`src/rtl/packed_lane_alu_pkg.sv`:
```
package packed_lane_alu_pkg;

   // Operation field of the opcode (upper four bits).
   typedef enum logic [3:0] {
      F_ADD    = 4'd0,
      F_ADDS   = 4'd1,
      F_ADDUS  = 4'd2,
      F_SUB    = 4'd3,
      F_SUBS   = 4'd4,
      F_SUBUS  = 4'd5,
      F_AND    = 4'd6,
      F_OR     = 4'd7,
      F_XOR    = 4'd8,
      F_ANDN   = 4'd9,
      F_PACKSS = 4'd10,
      F_UNPKL  = 4'd11,
      F_UNPKH  = 4'd12,
      F_MADD   = 4'd13,
      F_MOV32  = 4'd14,
      F_MOV64  = 4'd15
   } func_e;

   // Lane width field of the opcode (lower two bits).
   typedef enum logic [1:0] {
      W_BYTE  = 2'd0,
      W_WORD  = 2'd1,
      W_DWORD = 2'd2,
      W_QWORD = 2'd3
   } width_e;

   // Overflow handling for lane add/subtract.
   typedef enum logic [1:0] {
      SAT_WRAP     = 2'd0,
      SAT_SIGNED   = 2'd1,
      SAT_UNSIGNED = 2'd2
   } sat_e;

   localparam int NUM_WIDTHS = 4;
   localparam int BASE_LANE_W = 8;

endpackage

```
`src/rtl/pla_lane_addsub.sv`:
```
module pla_lane_addsub
   import packed_lane_alu_pkg::*;
#(
   parameter int DATA_W = 64,
   parameter int LANE_W = 8
) (
   input  logic [DATA_W-1:0] a_i,
   input  logic [DATA_W-1:0] b_i,
   input  logic              sub_i,
   input  sat_e              sat_i,
   output logic [DATA_W-1:0] y_o
);

   localparam int LANES = DATA_W / LANE_W;
   localparam int MSB   = LANE_W - 1;
   localparam logic [LANE_W-1:0] UMAX = {LANE_W{1'b1}};
   localparam logic [LANE_W-1:0] SMAX = {1'b0, {(LANE_W-1){1'b1}}};
   localparam logic [LANE_W-1:0] SMIN = {1'b1, {(LANE_W-1){1'b0}}};

   if (LANE_W < 2 || (DATA_W % LANE_W) != 0) begin : g_bad_lane
      $error("pla_lane_addsub: LANE_W must divide DATA_W");
   end

   for (genvar l = 0; l < LANES; l++) begin : g_lane
      logic [LANE_W-1:0] la, lb, raw, lane_y;
      logic [LANE_W:0]   ext;
      logic              s_ovf, u_ovf;

      assign la  = a_i[l*LANE_W +: LANE_W];
      assign lb  = b_i[l*LANE_W +: LANE_W];
      // One bit wider than the lane: the top bit is the carry or borrow,
      // and it is never fed into the neighbouring lane.
      assign ext = sub_i ? ({1'b0, la} - {1'b0, lb}) : ({1'b0, la} + {1'b0, lb});
      assign raw = ext[LANE_W-1:0];
      assign u_ovf = ext[LANE_W];
      assign s_ovf = sub_i ? ((la[MSB] != lb[MSB]) && (raw[MSB] != la[MSB]))
                           : ((la[MSB] == lb[MSB]) && (raw[MSB] != la[MSB]));

      always_comb begin
         case (sat_i)
            SAT_SIGNED:   lane_y = s_ovf ? (la[MSB] ? SMIN : SMAX) : raw;
            SAT_UNSIGNED: lane_y = u_ovf ? (sub_i ? '0 : UMAX) : raw;
            default:      lane_y = raw;
         endcase
      end

      assign y_o[l*LANE_W +: LANE_W] = lane_y;
   end

endmodule

```
`src/rtl/pla_lane_shuffle.sv`:
```
module pla_lane_shuffle
   import packed_lane_alu_pkg::*;
#(
   parameter int DATA_W = 64
) (
   input  logic [DATA_W-1:0] a_i,
   input  logic [DATA_W-1:0] b_i,
   input  width_e            width_i,
   input  logic              hi_i,
   output logic [DATA_W-1:0] pack_o,
   output logic [DATA_W-1:0] unpack_o
);

   localparam int N_PACK   = 2;   // word->byte, dword->word
   localparam int N_UNPACK = 3;   // byte, word, dword interleave

   // Signed narrowing packs.
   for (genvar gi = 0; gi < N_PACK; gi++) begin : g_pack
      localparam int SRC_W = 16 << gi;
      localparam int DST_W = SRC_W / 2;
      localparam int NSRC  = DATA_W / SRC_W;
      logic [DATA_W-1:0] pv;

      function automatic logic [DST_W-1:0] narrow(input logic [SRC_W-1:0] v);
         logic [SRC_W-DST_W:0] top;
         top = v[SRC_W-1:DST_W-1];
         if ((&top) || !(|top)) narrow = v[DST_W-1:0];
         else if (v[SRC_W-1])   narrow = {1'b1, {(DST_W-1){1'b0}}};
         else                   narrow = {1'b0, {(DST_W-1){1'b1}}};
      endfunction

      for (genvar s = 0; s < NSRC; s++) begin : g_src
         assign pv[s*DST_W +: DST_W]          = narrow(a_i[s*SRC_W +: SRC_W]);
         assign pv[(s+NSRC)*DST_W +: DST_W]   = narrow(b_i[s*SRC_W +: SRC_W]);
      end
   end

   // Interleaving unpacks of the low or high halves.
   for (genvar gi = 0; gi < N_UNPACK; gi++) begin : g_unp
      localparam int LANE_W = 8 << gi;
      localparam int HALF   = (DATA_W / LANE_W) / 2;
      logic [DATA_W-1:0] uv;

      for (genvar i = 0; i < HALF; i++) begin : g_pair
         assign uv[(2*i)*LANE_W +: LANE_W] =
            hi_i ? a_i[(i+HALF)*LANE_W +: LANE_W] : a_i[i*LANE_W +: LANE_W];
         assign uv[(2*i+1)*LANE_W +: LANE_W] =
            hi_i ? b_i[(i+HALF)*LANE_W +: LANE_W] : b_i[i*LANE_W +: LANE_W];
      end
   end

   always_comb begin
      case (width_i)
         W_WORD:  pack_o = g_pack[0].pv;
         W_DWORD: pack_o = g_pack[1].pv;
         default: pack_o = '0;
      endcase
      case (width_i)
         W_BYTE:  unpack_o = g_unp[0].uv;
         W_WORD:  unpack_o = g_unp[1].uv;
         W_DWORD: unpack_o = g_unp[2].uv;
         default: unpack_o = '0;
      endcase
   end

endmodule

```
`src/rtl/pla_word_madd.sv`:
```
module pla_word_madd #(
   parameter int DATA_W = 64
) (
   input  logic [DATA_W-1:0] a_i,
   input  logic [DATA_W-1:0] b_i,
   output logic [DATA_W-1:0] y_o
);

   localparam int WORD_W = 16;
   localparam int SUM_W  = 2 * WORD_W;
   localparam int N_SUMS = DATA_W / SUM_W;

   if ((DATA_W % SUM_W) != 0) begin : g_bad_width
      $error("pla_word_madd: DATA_W must be a multiple of 32");
   end

   for (genvar k = 0; k < N_SUMS; k++) begin : g_pair
      logic signed [WORD_W-1:0] a0, a1, b0, b1;
      logic signed [SUM_W-1:0]  p0, p1;

      assign a0 = a_i[(2*k)*WORD_W   +: WORD_W];
      assign a1 = a_i[(2*k+1)*WORD_W +: WORD_W];
      assign b0 = b_i[(2*k)*WORD_W   +: WORD_W];
      assign b1 = b_i[(2*k+1)*WORD_W +: WORD_W];
      assign p0 = SUM_W'(a0) * SUM_W'(b0);
      assign p1 = SUM_W'(a1) * SUM_W'(b1);
      assign y_o[k*SUM_W +: SUM_W] = p0 + p1;
   end

endmodule

```
`src/rtl/packed_lane_alu.sv`:
```
module packed_lane_alu
   import packed_lane_alu_pkg::*;
#(
   parameter int DATA_W = 64
) (
   input  logic              clk,
   input  logic              rst_n,
   input  logic              in_valid,
   input  logic [5:0]        in_op,
   input  logic [DATA_W-1:0] in_a,
   input  logic [DATA_W-1:0] in_b,
   output logic              out_valid,
   output logic [DATA_W-1:0] out_res
);

   localparam int MOVD_W  = 32;
   localparam int N_BYTES = DATA_W / BASE_LANE_W;

   if (DATA_W < 64 || (DATA_W % 64) != 0) begin : g_bad_width
      $error("packed_lane_alu: DATA_W must be a positive multiple of 64");
   end

   func_e  func;
   width_e width;
   logic   is_sub, unpack_hi;
   sat_e   sat_mode;

   assign func      = func_e'(in_op[5:2]);
   assign width     = width_e'(in_op[1:0]);
   assign is_sub    = (func == F_SUB) || (func == F_SUBS) || (func == F_SUBUS);
   assign unpack_hi = (func == F_UNPKH);

   always_comb begin
      case (func)
         F_ADDS, F_SUBS:   sat_mode = SAT_SIGNED;
         F_ADDUS, F_SUBUS: sat_mode = SAT_UNSIGNED;
         default:          sat_mode = SAT_WRAP;
      endcase
   end

   // One adder bank per lane width; the opcode picks one.
   for (genvar gi = 0; gi < NUM_WIDTHS; gi++) begin : g_as
      localparam int LW = BASE_LANE_W << gi;
      logic [DATA_W-1:0] y;
      pla_lane_addsub #(.DATA_W(DATA_W), .LANE_W(LW)) u_addsub (
         .a_i  (in_a),
         .b_i  (in_b),
         .sub_i(is_sub),
         .sat_i(sat_mode),
         .y_o  (y)
      );
   end

   logic [DATA_W-1:0] as_y, pack_y, unpack_y, madd_y, nxt_res;

   always_comb begin
      case (width)
         W_BYTE:  as_y = g_as[0].y;
         W_WORD:  as_y = g_as[1].y;
         W_DWORD: as_y = g_as[2].y;
         default: as_y = g_as[3].y;
      endcase
   end

   pla_lane_shuffle #(.DATA_W(DATA_W)) u_shuffle (
      .a_i     (in_a),
      .b_i     (in_b),
      .width_i (width),
      .hi_i    (unpack_hi),
      .pack_o  (pack_y),
      .unpack_o(unpack_y)
   );

   pla_word_madd #(.DATA_W(DATA_W)) u_madd (
      .a_i(in_a),
      .b_i(in_b),
      .y_o(madd_y)
   );

   always_comb begin
      nxt_res = '0;
      case (func)
         F_ADD, F_ADDS, F_ADDUS,
         F_SUB, F_SUBS, F_SUBUS: nxt_res = as_y;
         F_AND:    nxt_res = in_a & in_b;
         F_OR:     nxt_res = in_a | in_b;
         F_XOR:    nxt_res = in_a ^ in_b;
         F_ANDN:   nxt_res = ~in_a & in_b;
         F_PACKSS: nxt_res = pack_y;
         F_UNPKL,
         F_UNPKH:  nxt_res = unpack_y;
         F_MADD:   nxt_res = madd_y;
         F_MOV32:  nxt_res[MOVD_W-1:0] = in_a[MOVD_W-1:0];
         F_MOV64:  nxt_res = in_a;
         default:  nxt_res = '0;
      endcase
   end

   always_ff @(posedge clk) begin
      if (!rst_n) begin
         out_valid <= 1'b0;
         out_res   <= '0;
      end else begin
         out_valid <= in_valid;
         if (in_valid) out_res <= nxt_res;
      end
   end

   // valid is a one-cycle copy of the strobe
   a_r2_valid_delay: assert property (@(posedge clk) disable iff (!rst_n)
      1'b1 |=> (out_valid == $past(in_valid)));

   // idle cycles leave the result untouched
   a_r2_hold_idle: assert property (@(posedge clk) disable iff (!rst_n)
      !in_valid |=> $stable(out_res));

   // the short move never carries data above bit 31
   a_r10_mov32_zero_top: assert property (@(posedge clk) disable iff (!rst_n)
      (in_valid && func == F_MOV32) |=> (out_res[DATA_W-1:MOVD_W] == '0));

   // XOR of equal operands gives zero
   a_r6_xor_self_zero: assert property (@(posedge clk) disable iff (!rst_n)
      (in_valid && func == F_XOR && in_a == in_b) |=> (out_res == '0));

   // unsigned saturating byte add never ends below its A lane
   for (genvar l = 0; l < N_BYTES; l++) begin : g_chk_us
      a_r5_usat_no_wrap: assert property (@(posedge clk) disable iff (!rst_n)
         (in_valid && func == F_ADDUS && width == W_BYTE) |=>
         (out_res[l*8 +: 8] >= $past(in_a[l*8 +: 8])));
   end

endmodule

```
`config.mk`:
```
export PLATFORM = sky130hd
export DESIGN_NAME = packed_lane_alu
export DESIGN_NICKNAME = d
export VERILOG_FILES = /design/src/rtl/packed_lane_alu_pkg.sv /design/src/rtl/pla_lane_addsub.sv /design/src/rtl/pla_lane_shuffle.sv /design/src/rtl/pla_word_madd.sv /design/src/rtl/packed_lane_alu.sv
export SDC_FILE = /design/constraint.sdc
export NUM_CORES = 2
export LEC_CHECK = 0
export BUFFER_PORTS_ARGS = -buffer_cell sky130_fd_sc_hd__buf_4
export CAP_MARGIN = 0
export CORE_ASPECT_RATIO = 1.25
export CORE_MARGIN = 2
export CORE_UTILIZATION = 60
export DETAILED_ROUTE_END_ITERATION = 8
export PLACE_DENSITY = 0.76
export SYNTH_ARGS = -nofsm -noshare
export SYNTH_HDL_FRONTEND = slang
export SYNTH_SLANG_ARGS = --single-unit
```
`constraint.sdc`:
```
create_clock -name clk -period 12.3 [get_ports clk]
set_input_delay 1.23 -clock clk [delete_from_list [all_inputs] [get_ports clk]]
set_output_delay 1.23 -clock clk [all_outputs]
set_load 0.05 [all_outputs]
```
==> summary by stage, run 1 <==
Place
The last weighted congestion value of the routability-driven placer is roughly 1.3. The HPWL after detailed placement is 279,000 um. In this run the tool buffered the top-level ports with between 200 and 250 buffer cells.

Floorplanning
The initial standard-cell utilization of the core is around three fifths. The number of I/O pins is between 200 and 250. The die extent in x is 302 um. Measured along the y axis, the die boundary spans 377 um. After floorplanning, the core was divided into 136 placement rows.

Synth
The yosys synthesis warning count is 0. The number of synthesized flops with an enable pin is 0. Of the total synthesized cell area, the portion taken by full adders, half adders and majority gates is 47.0%. In the synthesized netlist the dominant register cell turns out to be dfxtp_1.

After Yosys synthesis, XOR and XNOR cells account for 5.23% of the synthesized area. The share of synthesized registers carrying an async set or reset is 0%. The number of nets in the synthesized netlist is between 10,000 and 15,000. After synthesis the netlist holds a flip-flop and latch count of 65.

The cell count after synthesis is roughly 8,500. After synthesis, the largest family of logic cells by area is adder cells. The synthesized area divided by synthesized cell count is 7.85 um^2. Of the post-synthesis cell area, the part taken by muxes is under 10%.

The number of library cell types mapped by synthesis is 116. The synthesized netlist devotes between 10% and 20% of its cell area to simple gates. Sequential cells were found to cover slightly below 2% of the synthesized design area.

The synthesized-area fraction occupied by ao, oa, aoi and oai cells is a little under a fifth. The synthesized netlist occupies a cell area of around 67,000 um^2.

Global route
The total routing usage reported by global routing is a little over two thirds. After global routing the overflow that remains totals 66. The via count of the first global-routing pass is 76,178. The wire length of the first global-routing pass is between 500,000 and 600,000 um. Entering global routing, the biggest net connects 76 pins.

Clock network
The longest clock path from root to sink contains 2 buffers. The number of clock buffers inserted by TritonCTS is 9. Post-CTS timing repair inserted 0 buffers for setup.

The clock root buffer is clkbuf_16. The number of gates resized after CTS was 0. The hold-fix buffer count after cts is 0. CTS saw 65 sinks. CTS built an H-tree with a depth of 3.

Status
The flow did not finish. The first error in the log reads "[ERROR GRT-0116] Global routing finished with congestion. Check the congestion regions in the DRC Viewer". The stage where the flow stopped is global routing (5_1_grt).
logic make-up after synthesis:
kind of cell | after synthesis
and+or+nand+nor | 2321
buffers and inverters | 1949
AOI/OAI and AO/OA | 1891
adders and majority gates | 1814
xor gates and xnor gates | 397
muxes | 69
DFF | 65
per-layer routing:
| layer | global-route usage, % | GRT overflow |
|---|---|---|
| met5 | 25.0 | 0 |
| met4 | 68.5 | 27 |
| met3 | 51.4 | 0 |
| met2 | 88.0 | 39 |
| met1 | 72.9 | 0 |
synthesized netlist by cell type (62+ instances only):
cell type  instances  area [um^2]
a31oi_1           62          388
xor2_1            80          701
a211oi_1          65          488
a21oi_1          502         2510
fa_1            1152        23100
inv_1           1443         5420
a21o_1            75          563
nor2_1           800         3000
ha_1             662         8280
nor3_1            85          425
o21ai_0          460         2300
dfxtp_1           65         1300
buf_1             72          270
nand2_1          969         3640
a221oi_1          69          604
clkbuf_1         335         1260
o211ai_1          72          541
nand3_1           77          385
mux2i_1           67          671
xnor2_1          316         2770
through the flow:
step	instance area [um^2]	hold slack (ns)	util [%]	instances	setup WS [ns]
after floorplan	66800	0.667	-	8506	3.39
after global placement	69200	0.535	62.9	9811	2.01
after detailed placement	69200	0.538	62.9	9811	2.05
after CTS	69500	0.552	63.1	9826	2.43
==> inputs of run 2 (changes only) <==
- CORE_ASPECT_RATIO: 1.25 -> unset
- CORE_UTILIZATION: 60 -> 40
- PLACE_DENSITY: 0.76 -> unset
- PLACE_DENSITY_LB_ADDON: unset -> 0.15
==> run 2 against run 1 <==
Effect of this change: the run now ends clean; synthesized cell count unchanged; synthesized area did not move.
==> summary by stage, run 2 <==
Clock network
The TritonCTS clock tree is done. The hold-fix buffer count after cts was 0 (unchanged). The number of clock buffers inserted by TritonCTS came to 9 (unchanged). Clock-pin slew was measured on the worst setup and hold paths at roughly 0.090 ns.

The number of buffers on the longest clock path is 2 (unchanged). The CTS H-tree depth is 3 (unchanged). The clock root buffer is clkbuf_16. The number of setup buffers added after CTS was 0 (unchanged). The sink count of the clock tree is 65 (unchanged). The count of instances resized after the clock tree is built is 0 (unchanged). The clock reaches the later pin of the worst-skew pair after approximately 0.41 ns.

Drt
The first detailed-routing pass took 9 iterations. The number of nets with antenna violations after routing is 0. After detailed routing, the average wire length per cell comes to between 30 and 40 um. The total detailed-routing wirelength is 395,000 um.

The detailed-route DRC error count is 0. The final route contains 68,126 vias. The initial DRC count is slightly below 10,000. The average via count per standard cell is 6.40.

Floorplanning
The overall die height was 413 um (+9.4%). The number of placement rows is 149 (+9.6%). The initial standard-cell utilization of the core is 40.4% (-20 points). The die extent in x is 413 um (+36%).

The region available for standard cell placement spans between 150,000 and 200,000 um^2. The number of I/O pins was 202 (unchanged). The area of the die is between 150,000 and 200,000 um^2.

Synth
The number of synthesized flops with an enable pin is 0 (unchanged). The register bit count reported by yosys came to 65 (unchanged). The cell count after synthesis is 8,506 (unchanged). Sorting the synthesized cells by area gives the leading types as fa_1 (35%), ha_1 (12%), inv_1 (8.1%).

The portion of the post-synthesis area used by sequential elements came to 1.95% (unchanged). The share of synthesized registers carrying an async set or reset is 0% (unchanged). The commonest cells after synthesis are inv_1 (1,443), fa_1 (1,152), nand2_1 (969). The post-synthesis cell type with the largest combined area is fa_1.

The area of the mapped netlist is 66,800 um^2 (unchanged). The dominant synthesized flop cell is dfxtp_1. The number of library cell types mapped by synthesis was 116 (unchanged). The fraction of post-synthesis cell area in the top cell type by area is 34.5% (unchanged). The most frequently used cell type in the post-synthesis netlist is inv_1.

The yosys synthesis warning count is 0 (unchanged). The synthesized area divided by synthesized cell count is 7.85 um^2 (unchanged). The number of nets produced by synthesis is 10,457 (unchanged).

Timing
The least setup slack across all paths after layout is between 2 and 2.5 ns. The final hold violation count is 0. The peak clock frequency supported by timing is approximately 100 MHz. The time the final worst path needs with I/O delays and setup is 10.0 ns. For the pin with the worst max-slew slack, the measured transition is approximately 1.4 ns.

On the final layout, the worst clock skew is 0 ns. The worst max-slew margin expressed relative to the limit is around 7.6%. Setup violations remaining at the end of the flow were counted as 0. After layout, the worst path uses between 80% and 90% of the clock period.

The final-report max-slew violation count is 0. Setup repair after global routing left no endpoint under its margin. For the final routed database, the setup TNS stands at 0 ns.

Place
The pre-CTS setup slack is 2.15 ns (+0.101 ns). The HPWL reported at the end of detailed placement is 310,000 um (+11%). The last weighted congestion value of the routability-driven placer is 1.09 (-13%). The count of buffers from port buffering is 201 (unchanged).

Cells and area
More flip-flops sit in one register than any other, and that register is out_res. Compared with the post-synthesis result, the final layout area differs by 6.22%. The library cell used most frequently in the layout, excluding fill and tap cells, is inv_1. Measured on the finished design, the core utilization comes to 42.9%. The net total in the final layout is ~10,000. The share of post-route cells with drive strength above 1 is 6.11%. The number of flip-flops in the largest register is 64. The largest registers in the layout are out_res x64, out_valid x1. Leaving out fill and tap cells, the most frequent cells in the layout are inv_1 (1,442), fa_1 (1,152), nand2_1 (968), nor2_1 (790), ha_1 (658).

Worst hold path
The class of the most critical hold timing path is register to register. The worst hold path startpoint is out_res[5]. The worst min-delay path endpoint is out_res[5]. Counting instances, the worst hold path has a depth of 2.

Setup path
For the worst flop-to-flop path, the logic depth is 6. The destination of the worst register-to-register timing path is out_res[35]. The type of the worst setup path is input port to register.

The largest driver fanout on the critical path is 12. The dominant cell type by count on the critical path is fa_1. The required time reported for the critical path endpoint is 12.58 ns. The kind of capture point of the worst setup path is a register. The slowest stage of the critical path belongs to the cell inv_1.

The worst reg2reg path startpoint is out_res[35]. The reg-to-reg setup timing slack is 9.70 ns. Data arrives at the worst endpoint at about 10 ns. In this design, the stage delay of the slowest critical-path cell is ~0.98 ns. The kind of launch point of the worst setup path is an input port.

Global route
The initial antenna violation count is 57. The via count of the first global-routing pass is 66,867. Global routing used 45.9% of the available tracks across all layers. The first global-routing pass estimated between 500,000 and 600,000 um of wire. The maximum number of pins on one net before global-route repair is 51.

The final global-route overflow total is 0.

Status
The run finished with clean final reports.

Flow run
The number of maximum-capacitance constraint violations is 0.
-- run 2: cell counts after synthesis --
No cell type changed its count.
-- run 2: stage by stage --
stage          instance area, um^2  instances  hold slack [ns]
6_report                     70900      10641            0.530
5_1_grt                      70900      10623            0.537
4_1_cts                      70900      10622            0.529
3_5_place_dp                 70600      10606            0.510
3_3_place_gp                 70600      10606            0.499
2_1_floorplan                66800       8506            0.667
-- run 2: how the worst max path moves through the flow --
stage,startpoint,end,slack [ns],cells after the start
floorplan,in_a[63],out_res[61],3.39,27
global placement,in_a[47],out_res[63],2.26,26
detailed placement,in_a[47],out_res[63],2.15,26
CTS,in_a[47],out_res[63],2.55,26
global route,in_a[47],out_res[63],2.07,26
finish,in_a[47],out_res[63],2.30,26
-- run 2: per-layer routing --
metal	vias to the layer above	share of wire [%]	GRT usage [%]
met5	-	0.16	0
met2	5022	38	61.3
met3	1127	15	20.5
met4	64	6.0	22.2
li1	27661	-	-
met1	34252	41	62.1
-- run 2: critical path: cells and delay by family --
kind                     cells  cell delay [ns]
XOR/XNOR                     1             0.55
buffers and inverters        6             1.44
adder cells (fa/ha/maj)      9             4.52
AND/OR/NAND/NOR              5             0.98
AO/OA/AOI/OAI                5             1.50
-- run 2: logic make-up after synthesis --
kind of cell / share of synthesized area, %
xor+xnor: 5.23
compound gates: 18.6
simple gates: 15.1
buf+inv: 11.1
flops: 1.95
fa+ha+maj: 47.0
mux: 1.04
-- run 2: area by class of cell --
class / instances / area [um^2]
sequential: 65 / 1300
multi-input combinational: 6492 / 58200
fill: 17052 / 94500
clock buffer: 11 / 243
antenna: 19 / 47.5
inverter: 1502 / 5640
timing repair buffer: 358 / 2700
tap: 2189 / 2740
clock inverter: 5 / 31.3
Power of run 2 is not shown: default switching activity piles up to over one toggle a cycle in this logic, so the estimate is an artifact.
